### src/rtl/monHsPkg.sv
package monHsPkg;

  typedef enum logic [1:0] {
    TX_IDLE  = 2'd0,
    TX_ARMED = 2'd1,
    TX_SEND  = 2'd2
  } txState_e;

  // Strobes from the control FSMs to the byte registers
  typedef struct packed {
    logic loadHold;     // take sendData into the holding register
    logic presentByte;  // drive held byte onto the outgoing slot
    logic releaseByte;  // return outgoing slot to all ones
    logic captureRx;    // latch incoming slot into recvData
  } dpCtrl_t;

endpackage

### src/rtl/monHsCtrl.sv
module monHsCtrl
  import monHsPkg::*;
(
  input  logic    clk,
  input  logic    rstN,
  input  logic    frameSync,
  input  logic    sendValid,
  input  logic    busInMx,
  input  logic    busInMr,
  output dpCtrl_t ctrl,
  output logic    busOutMx,
  output logic    busOutMr,
  output logic    sendReady,
  output logic    recvValid
);

  txState_e txState, txNext;
  logic     mxPrevSample;
  logic     mxEdge;

  // Receive side: a new byte is a high-to-low MX seen across two frame samples
  assign mxEdge = frameSync && !busInMx && mxPrevSample;

  always_comb begin
    ctrl   = '0;
    txNext = txState;
    unique case (txState)
      TX_IDLE: begin
        if (sendValid) begin
          ctrl.loadHold = 1'b1;
          txNext        = TX_ARMED;
        end
      end
      TX_ARMED: begin
        if (frameSync) begin
          ctrl.presentByte = 1'b1;
          txNext           = TX_SEND;
        end
      end
      TX_SEND: begin
        if (frameSync && !busInMr) begin
          ctrl.releaseByte = 1'b1;
          txNext           = TX_IDLE;
        end
      end
      default: txNext = TX_IDLE;
    endcase
    ctrl.captureRx = mxEdge;
  end

  assign sendReady = (txState == TX_IDLE);

  always_ff @(posedge clk) begin
    if (!rstN) begin
      txState      <= TX_IDLE;
      busOutMx     <= 1'b1;
      busOutMr     <= 1'b1;
      mxPrevSample <= 1'b1;
      recvValid    <= 1'b0;
    end else begin
      txState   <= txNext;
      recvValid <= mxEdge;
      if (ctrl.presentByte)      busOutMx <= 1'b0;
      else if (ctrl.releaseByte) busOutMx <= 1'b1;
      if (frameSync) begin
        mxPrevSample <= busInMx;
        if (busInMx)     busOutMr <= 1'b1;
        else if (mxEdge) busOutMr <= 1'b0;
      end
    end
  end

  p_mx_frame_aligned_r2: assert property (@(posedge clk) disable iff (!rstN)
    !frameSync |=> $stable(busOutMx));

  p_mr_frame_aligned_r2: assert property (@(posedge clk) disable iff (!rstN)
    !frameSync |=> $stable(busOutMr));

  p_ready_only_idle_r3: assert property (@(posedge clk) disable iff (!rstN)
    sendReady |-> busOutMx);

  p_release_on_ack_r6: assert property (@(posedge clk) disable iff (!rstN)
    $rose(busOutMx) |-> $past(frameSync && !busInMr));

  p_ack_with_valid_r8: assert property (@(posedge clk) disable iff (!rstN)
    recvValid |-> !busOutMr);

  p_single_pulse_r9: assert property (@(posedge clk) disable iff (!rstN)
    recvValid |=> !recvValid);

  p_mr_release_r10: assert property (@(posedge clk) disable iff (!rstN)
    (frameSync && busInMx) |=> busOutMr);

endmodule

### src/rtl/monHsDatapath.sv
module monHsDatapath
  import monHsPkg::*;
#(
  parameter int MON_W = 8
) (
  input  logic             clk,
  input  logic             rstN,
  input  dpCtrl_t          ctrl,
  input  logic [MON_W-1:0] sendData,
  input  logic [MON_W-1:0] busInByte,
  output logic [MON_W-1:0] busOutByte,
  output logic [MON_W-1:0] recvData
);

  localparam logic [MON_W-1:0] IDLE_FILL = {MON_W{1'b1}};

  logic [MON_W-1:0] holdByte;

  always_ff @(posedge clk) begin
    if (!rstN) begin
      holdByte   <= IDLE_FILL;
      busOutByte <= IDLE_FILL;
      recvData   <= '0;
    end else begin
      if (ctrl.loadHold)         holdByte   <= sendData;
      if (ctrl.presentByte)      busOutByte <= holdByte;
      else if (ctrl.releaseByte) busOutByte <= IDLE_FILL;
      if (ctrl.captureRx)        recvData   <= busInByte;
    end
  end

  p_capture_value_r8: assert property (@(posedge clk) disable iff (!rstN)
    ctrl.captureRx |=> (recvData == $past(busInByte)));

  p_hold_rx_r9: assert property (@(posedge clk) disable iff (!rstN)
    !ctrl.captureRx |=> $stable(recvData));

endmodule

### src/rtl/monitorHandshake.sv
module monitorHandshake
  import monHsPkg::*;
#(
  parameter int MON_W = 8
) (
  input  logic             clk,
  input  logic             rstN,
  input  logic             frameSync,
  input  logic [MON_W-1:0] sendData,
  input  logic             sendValid,
  output logic             sendReady,
  output logic [MON_W-1:0] recvData,
  output logic             recvValid,
  output logic [MON_W-1:0] busOutByte,
  output logic             busOutMx,
  output logic             busOutMr,
  input  logic [MON_W-1:0] busInByte,
  input  logic             busInMx,
  input  logic             busInMr
);

  dpCtrl_t ctrl;

  monHsCtrl uCtrl (
    .clk       (clk),
    .rstN      (rstN),
    .frameSync (frameSync),
    .sendValid (sendValid),
    .busInMx   (busInMx),
    .busInMr   (busInMr),
    .ctrl      (ctrl),
    .busOutMx  (busOutMx),
    .busOutMr  (busOutMr),
    .sendReady (sendReady),
    .recvValid (recvValid)
  );

  monHsDatapath #(.MON_W(MON_W)) uDp (
    .clk        (clk),
    .rstN       (rstN),
    .ctrl       (ctrl),
    .sendData   (sendData),
    .busInByte  (busInByte),
    .busOutByte (busOutByte),
    .recvData   (recvData)
  );

  p_idle_fill_r6: assert property (@(posedge clk) disable iff (!rstN)
    busOutMx |-> (busOutByte == {MON_W{1'b1}}));

  p_repeat_same_r5: assert property (@(posedge clk) disable iff (!rstN)
    (!busOutMx && $past(!busOutMx)) |-> $stable(busOutByte));

  p_byte_frame_aligned_r2: assert property (@(posedge clk) disable iff (!rstN)
    !frameSync |=> $stable(busOutByte));

endmodule

### config.mk
export PLATFORM = sky130hd
export DESIGN_NAME = monitorHandshake
export DESIGN_NICKNAME = d
export VERILOG_FILES = /design/src/rtl/monHsPkg.sv /design/src/rtl/monHsCtrl.sv /design/src/rtl/monHsDatapath.sv /design/src/rtl/monitorHandshake.sv
export SDC_FILE = /design/constraint.sdc
export NUM_CORES = 1
export LEC_CHECK = 0
export BUFFER_PORTS_ARGS = -buffer_cell sky130_fd_sc_hd__clkbuf_2
export CORE_MARGIN = 3
export CORE_UTILIZATION = 45
export CTS_CLUSTER_DIAMETER = 100
export CTS_CLUSTER_SIZE = 12
export DETAILED_ROUTE_END_ITERATION = 6
export PLACE_DENSITY_LB_ADDON = 0.2
export SLEW_MARGIN = 20
export SYNTH_ARGS = -nofsm -noshare
export SYNTH_HDL_FRONTEND = slang
export SYNTH_SLANG_ARGS = --single-unit
### constraint.sdc
create_clock -name clk -period 1.9 [get_ports clk]
set_clock_uncertainty 0.15 [all_clocks]
set_input_delay 0.285 -clock clk [delete_from_list [all_inputs] [get_ports clk]]
set_output_delay 0.285 -clock clk [all_outputs]
set_load 0.1 [all_outputs]
-- Word level (Yosys, flattened, before mapping)
Cells that the tools add are included.
- equality and inequality tests: 5
- multiplexer cells: 16
- reduce and logical (&&, ||, !) cells: 10
- operators with widths (kind ; count):
    $mux 8 ; 2
    $mux 1 ; 10
    $mux 2 ; 3
    $pmux 2 s3 ; 1
    $ne 2x2->1 const B ; 2
    $reduce_bool 2->1 ; 2
    $logic_and 1x1->1 ; 3
    $reduce_and 3->1 ; 1
    $eq 2x1->1 const B ; 1
    $eq 2x2->1 const B ; 1
    $logic_not 1->1 ; 2
    $logic_not 2->1 ; 1
    $ne 2x1->1 const B ; 1
    $reduce_and 2->1 ; 1
- register bits: 30
- input port bits: 22
- output and inout port bits: 20
- logic and storage cells: 39

-- Depth between registers and ports, before layout
Gate-level depths: netlist of run 1.
- depth after elaboration: 6
- gate-level depth with buffers: 5

-- Cells and area by module
From an unflattened synthesis of run 1, not the netlist that was laid out.
- cell total of the unflattened synthesis: 115
- area total of the unflattened synthesis: 1154.9 um2
- by module, submodules not included (module ; instances ; cells each ; area each (um2) ; sequential area each (um2)):
    monHsDatapath ; 1 ; 86 ; 905.9 ; 480.5
    monHsCtrl ; 1 ; 29 ; 249.0 ; 120.1

-- Worst setup path before layout of run 1
OpenSTA, ideal clock, no wires.
- kind: register -> output
- from: register uCtrl.txState[0]
- to: output port sendReady
- arrival: 1.693 ns
- required time: 1.465 ns
- setup slack: -0.228 ns
- stages on the path, launching flop included: 3
- path buffers: 1
- cell sequence: dfxtp_1 -> buf_4 -> nor2_1
- cells in the longest elaborated chain, start to end: 1
- ends and longest elaborated chain (element ; RTL line ; source):
    start: declaration ; monHsCtrl.sv:17 ; txState_e txState, txNext;
    start signal: assignment ; monHsCtrl.sv:61 ; txState <= txNext;
    $logic_not 2->1 ; monHsCtrl.sv:51 ; assign sendReady = (txState == TX_IDLE);
    end: declaration ; monitorHandshake.sv:11 ; output logic sendReady,
No other way between the ends.

-- Worst setup path after layout of run 1
Ends and elaborated chain as after synthesis.

==> metrics.md, run 1 <==
| Metric | Value |
|---|---|
| CTS tree | `built` |
| Final period utilization | `93.0%` |
| Die height | `55.2 µm` |
| Crit path cell chain | `nor2_2 > clkbuf_2` |
| Slowest cell on crit path | `clkbuf_2` |
| Hold Crit Start | `sendData[1]` |
| Worst-path clk slew | `0.10 ns` |
| Ports | `42` |
| Die Span X | `55.2 µm` |
| Final Non-Filler Cells | `184` |
| Crit path required time | `1.46 ns` |
| Fin crit period | `1.77 ns` |
| Remaining DRCs | `0` |
| Slew Limit Fails | `0` |
| Post-synthesis register bit count | `30` |
| Yosys warnings | `0` |
| Max incr delay on CP | `0.46 ns` |
| Crit. End Element | `primary output` |
| Critical R2R Launch | `uCtrl.txState[0]` |
| Sw Share | `30.4%` |
| Postcts setup bufs | `0` |
| Data arrival, critical path | `1.33 ns` |
| Core area | `0.00225 mm²` |
| Synth Area per Inst | `9.63 µm²` |
| Hold Path End | `uDp.holdByte[1]` |
| Share of layout cells above drive strength 1 | `35.3%` |
| WL/cell | `11.9 µm` |
| Post-synth top area share | `55.2%` |
| Die ar. | `0.00305 mm²` |
| Critical Path Fanout Max | `9` |
| CTS root buf | `clkbuf_4` |
| Num CTS Buffers | `5` |
| Hold path depth | `3` |
| Via count | `918` |
| Hold Crit Class | `in2reg` |
| Post-Synthesis Cell Area | `0.00109 mm²` |
| Worst slew margin | `63.6%` |
| Worst reg-to-reg path cell count | `3` |
| Dpl cells | `175` |
| Logic pwr share | `18.6%` |
| Detail Route Antenna Nets | `0` |
| Number of global-route vias before repair | `801` |
| Port bufs | `41` |
| Clk sink count | `30` |
| Global route overflow | `0` |
| Status | `finished clean` |
| Initial antenna violation count | `0` |
| Seq pwr share | `47.7%` |
| RSZ-0062 raised after global routing | `false` |
| Routed Wire Length | `2190 µm` |
| ANT cells | `0` |
| # nets final | `177` |
| Longest Clk Path Bufs | `2` |
| Cell-internal power | `1010 µW` |
| Largest net degree at the start of global routing | `13` |
| R2R Setup Slk | `0.28 ns` |
| Row count | `17` |
| PwrDens | `1040 mW/mm²` |
| Final TNS setup | `0 ns` |
| # setup viols final | `0` |
| Startpoint Class | `register` |
| MaxCap Viol Count | `0` |
| Area growth syn-to-layout | `27.5%` |
| Total GRT Usage | `16.9%` |
| Detailed placer's ending HPWL | `1610 µm` |
| Initial Util | `48.3%` |
| Register area share after synthesis | `55.2%` |
| Synth top area cells | `dfxtp_1 (55%), mux2i_1 (8.3%), nand2_1 (7.9%)` |
| Final Wtd Congestion | `0.748` |
| Pleak | `0.000687 µW` |
| Final hold vios | `0` |
| Worst-Skew Late Latency | `0.32 ns` |
| First-pass GRT wire length | `3460 µm` |
| Worst Hold Slack | `0.0114 ns` |
| Max Clk Rate | `566 MHz` |
| Vias/cell | `4.99` |
| Post-synth top area cell | `dfxtp_1` |
| Cell count after synthesis | `113` |
| DR pass1 iterations | `4` |
| Worst Max-Slew Pin Slew | `0.545 ns` |
| Initial DRC count | `10` |
| Synth Net Count | `135` |
| Clock power share | `33.7%` |
| Sw Pwr | `438 µW` |
| Worst reg2reg endpoint | `uDp.busOutByte[0]` |
| Library cells used by synthesis | `20` |
| H-tree depth | `2` |
| Setup CP Type | `reg2out` |
| Post-layout util | `61.5%` |
| Peak VDD IR | `0.000814 V` |
| PostCTS Resize Cnt | `0` |
==> what timing repair did <==
action	in CTS	in global routing
endpoints found under the hold margin	1	0
hold buffers	1	0
setup endpoints to repair	0	0
==> critical path: cells and delay by family, from the launching register on <==
| family | cells | cell delay (ns) |
|---|---|---|
| AND/OR/NAND/NOR | 1 | 0.12 |
| flip-flops | 1 | 0.43 |
| buffers and inverters | 1 | 0.46 |
==> sequential cells by signal (all words and copies together), names as in the netlist <==
name,cells
uCtrl.busOutMr,1
uCtrl.busOutMx,1
uCtrl.mxPrevSample,1
uCtrl.recvValid,1
uCtrl.txState,2
uDp.busOutByte,8
uDp.holdByte,8
uDp.recvData,8
==> stage by stage <==
step	area (µm²)	total power (µW)	worst slack, ns
floorplan	1090	915	0.232
global placement	1300	966	0.344
detailed placement	1300	971	0.289
CTS	1390	1460	0.119
global route	1390	1510	0.0752
finish	1390	1440	0.134
==> cell usage after synthesis <==
cell	n
dfxtp_1	30
a21oi_1	1
or3b_1	1
buf_4	1
nor2b_1	1
nand2_1	23
nand3b_1	2
buf_2	4
clkbuf_1	3
nor3b_2	1
mux2i_1	9
o311ai_4	1
o22a_1	8
nor3_1	1
or3_1	1
nor3b_1	1
nor2_1	10
o21ai_1	2
nand3_1	11
inv_2	2
==> cells by family (layout without fill, tap and decap cells) <==
kind of cell	Yosys count	in the layout	share of synthesized area (%)
AO/OA/AOI/OAI	12	12	10.2
buffers and inverters	10	53	4.25
multiplexers	9	9	8.28
AND/OR/NAND/NOR	52	52	22.1
flip-flops	30	30	55.2
==> per-layer routing <==
layer | vias up | part of all wire, % | GRT usage (%)
li1 | 468 | - | -
met4 | 0 | 2.2 | 12.1
met3 | 5 | 6.0 | 5.63
met1 | 421 | 45 | 18.3
met5 | - | 0 | 0
met2 | 24 | 47 | 27.6
==> area by class of cell <==
class / instances / area [µm²]
multi-input cells: 73 / 444
clock inverters: 3 / 40.0
inverters: 2 / 7.51
fillers: 213 / 867
clock buffers: 5 / 37.5
repair buffers: 43 / 223
flip-flops and latches: 30 / 601
well taps: 28 / 35.0
==> worst max-delay path by stage <==
stage,to,cells past startpoint,slack [ns],from
global placement,uDp.busOutByte[6],3,0.34,uCtrl.txState[0]
floorplan,sendReady,2,0.23,uCtrl.txState[1]
CTS,sendReady,2,0.12,uCtrl.txState[0]
finish,sendReady,2,0.13,uCtrl.txState[0]
detailed placement,uDp.busOutByte[2],3,0.29,uCtrl.txState[0]
global route,sendReady,2,0.08,uCtrl.txState[0]
==> cells in the final DEF (no fill, tap or decap) <==
cell type      instances
nand3_1               11
clkbuf_4               5
nand2_1               23
or3_1                  1
nor2_1                 9
buf_4                  1
nor2b_1                1
nand3b_1               2
o22a_1                 8
o21ai_1                2
a21oi_1                1
nor3_1                 1
dlygate4sd3_1          1
mux2i_1                9
or3b_1                 1
nor3b_1                1
clkinv_2               2
dfxtp_1               30
inv_2                  2
o311ai_4               1
bufinv_16              1
nor2_2                 1
clkbuf_2              41
nor3b_2                1
==> power by group through the flow <==
stage	sequential [µW]	clock (µW)	combinational [µW]
5_1_grt	694	527	286
6_report	688	487	268
4_1_cts	688	500	271
2_1_floorplan	806	0	109
3_3_place_gp	701	0	265
3_5_place_dp	703	0	268
(Power assumes the default switching activity.)
==> inputs of run 2 (changes only) <==
--- a/config.mk
+++ b/config.mk
@@ -7,12 +7,11 @@
 export LEC_CHECK = 0
 export BUFFER_PORTS_ARGS = -buffer_cell sky130_fd_sc_hd__clkbuf_2
 export CORE_MARGIN = 3
-export CORE_UTILIZATION = 45
+export CORE_UTILIZATION = 46
 export CTS_CLUSTER_DIAMETER = 100
 export CTS_CLUSTER_SIZE = 12
 export DETAILED_ROUTE_END_ITERATION = 6
 export PLACE_DENSITY_LB_ADDON = 0.2
-export SLEW_MARGIN = 20
 export SYNTH_ARGS = -nofsm -noshare
 export SYNTH_HDL_FRONTEND = slang
 export SYNTH_SLANG_ARGS = --single-unit
==> run 2 against run 1 <==
Against the previous run: clock power shrank 5.7%; largest power group unchanged; register-to-register slack lost 0.03 ns; wire length grew 2.9%; hold slack improved by 0.011 ns; combinational power is essentially flat; cell area decreased by 0.72%; critical endpoint unchanged; highest routed layer unchanged.
==> metrics.md, run 2 (synthesis gave the netlist of run 1 again) <==
| Metric | Value |
|---|---|
| Status | `finished clean` |
| Data arrival, critical path | `1.34 ns (about the same)` |
| Postcts setup bufs | `0 (unchanged)` |
| Clk sink count | `30 (unchanged)` |
| Detailed placer's ending HPWL | `1690 µm (+4.5%)` |
| Critical R2R Launch | `uCtrl.txState[0]` |
| Fillcell total | `180 (-15%)` |
| Die ar. | `0.00299 mm² (-1.9%)` |
| Routed Wire Length | `2260 µm (+2.9%)` |
| Worst-Skew Late Latency | `0.32 ns (about the same)` |
| Row count | `16 (-1)` |
| Initial Util | `51.8% (+3.5 points)` |
| PwrDens | `1030 mW/mm² (-1.3%)` |
| Critical Path Fanout Max | `9 (unchanged)` |
| Seq pwr share | `48.7% (+1.0 points)` |
| Share of layout cells above drive strength 1 | `35.5% (+0.23 points)` |
| Worst reg-to-reg path cell count | `3 (unchanged)` |
| Logic pwr share | `18.8% (+0.2 points)` |
| Crit path cell chain | `nor2_2 > clkbuf_2` |
| Ports | `42 (unchanged)` |
| Hold-fix buffers, CTS | `0 (-1)` |
| Hold Crit Start | `sendData[5]` |
| Initial DRC count | `11 (+1)` |
| Post-layout util | `65.5% (+4.0 points)` |
| Clock power share | `32.5% (-1.2 points)` |
| Initial antenna violation count | `0 (unchanged)` |
| Pleak | `0.000683 µW (-0.66%)` |
| Final hold vios | `0 (unchanged)` |
| Final period utilization | `93.5% (+0.56 points)` |
| Startpoint Class | `register` |
| Dpl cells | `174 (-0.57%)` |
| Placed cell areas | `0.00130 mm² (about the same)` |
| First-pass GRT wire length | `3590 µm (+4.0%)` |
| Regs by FF count | `uDp.busOutByte x8, uDp.holdByte x8, uDp.recvData x8` |
| Setup CP Type | `reg2out` |
| # nets final | `176 (-0.56%)` |
| Worst Max-Slew Pin Slew | `0.562 ns (+0.0172 ns)` |
| Final Wtd Congestion | `0.736 (-1.7%)` |
| Worst-path clk slew | `0.09 ns (about the same)` |
| Hold path depth | `3 (unchanged)` |
| Sw Share | `30.5% (+0.086 points)` |
| Vias/cell | `5.01 (+0.33%)` |
| Worst Hold Slack | `0.0225 ns (+0.0111 ns)` |
| RSZ-0062 raised after global routing | `false` |
| WL/cell | `12.4 µm (+4.0%)` |
| Cell-internal power | `984 µW (-2.1%)` |
| ANT cells | `0 (unchanged)` |
| PostCTS Resize Cnt | `0 (unchanged)` |
| Commonest non-fill, non-tap cell in the layout | `clkbuf_2` |
| Crit. End Element | `primary output` |
| Global route overflow | `0 (unchanged)` |
| Sw Pwr | `431 µW (-1.7%)` |
| Worst slew margin | `62.4% (-1.1 points)` |
| MaxCap Viol Count | `0 (unchanged)` |
| CTS tree | `built` |
| Port bufs | `41 (unchanged)` |
| Via count | `911 (-0.76%)` |
| Num CTS Buffers | `5 (unchanged)` |
| Total GRT Usage | `17.5% (+0.52 points)` |
| Die Span X | `54.6 µm (-0.98%)` |
| Fin crit period | `1.78 ns (+0.0107 ns)` |
| Fin area | `0.00138 mm² (-0.72%)` |
| Most frequent cells in the layout | `clkbuf_2 (41), dfxtp_1 (30), nand2_1 (23)` |
| Longest Clk Path Bufs | `2 (unchanged)` |
| # setup viols final | `0 (unchanged)` |
| DR pass1 iterations | `4 (unchanged)` |
| Crit. Startpoint | `uCtrl.txState[0]` |
| Peak VDD IR | `0.000560 V (-31%)` |
| Core area | `0.00210 mm² (-6.8%)` |
| Remaining DRCs | `0 (unchanged)` |
| Die height | `54.6 µm (-0.98%)` |
| Area growth syn-to-layout | `26.6%` |
| Final TNS setup | `0 ns (unchanged)` |
| Detail Route Antenna Nets | `0 (unchanged)` |
| CTS root buf | `clkbuf_4` |
| Slew Limit Fails | `0 (unchanged)` |
| Max Clk Rate | `563 MHz (-0.60%)` |
| Final Non-Filler Cells | `182 (-1.1%)` |
| Crit path required time | `1.46 ns (about the same)` |
| Largest net degree at the start of global routing | `13 (unchanged)` |
| Number of global-route vias before repair | `850 (+6.1%)` |
| Max incr delay on CP | `0.46 ns (about the same)` |
| Hold Crit Class | `in2reg` |
| Slowest cell on crit path | `clkbuf_2` |
| H-tree depth | `2 (unchanged)` |
## run 2: area by class of cell
type | instances | area [µm²] | share of cell area [%]
inverters | 2 | 7.51 | 0.545
well taps | 27 | 33.8 | 2.45
flip-flops and latches | 30 | 601 | 43.6
multi-input cells | 73 | 444 | 32.2
repair buffers | 42 | 213 | 15.4
clock buffers | 8 | 78.8 | 5.72
## run 2: layer usage
| layer | track usage (%) | vias to the layer above | routed length [µm] |
|---|---|---|---|
| met3 | 7.63 | 7 | 150 |
| met5 | 0 | - | 0 |
| met4 | 8.71 | 0 | 42 |
| li1 | - | 465 | - |
| met1 | 17.5 | 413 | 925 |
| met2 | 30.3 | 26 | 1140 |
## run 2: per-stage QoR
step / setup WS, ns / total power [µW]
after floorplan: 0.232 / 915
after global placement: 0.354 / 965
after detailed placement: 0.288 / 971
after CTS: 0.112 / 1430
after global routing: 0.0617 / 1480
final: 0.123 / 1420
## run 2: critical path: cells and delay by family, from the launching register on
kind,cells,cell delay (ns)
buffers and inverters,1,0.46
DFF,1,0.44
and+or+nand+nor,1,0.12
## run 2: path summary, 6_finish.rpt
path	endpoint	slack, ns
setup / recovery	sendReady	0.12
hold / removal	uDp.holdByte[5]	0.02
setup reg to reg	uDp.busOutByte[0]	0.25
hold reg to reg	uDp.holdByte[1]	0.33
## run 2: power groups by stage
stage          Sequential [µW]  Clock, µW  Combinational, µW
2_1_floorplan              806          0                109
3_3_place_gp               701          0                264
3_5_place_dp               704          0                268
4_1_cts                    689        475                269
5_1_grt                    695        501                285
6_report                   689        459                267
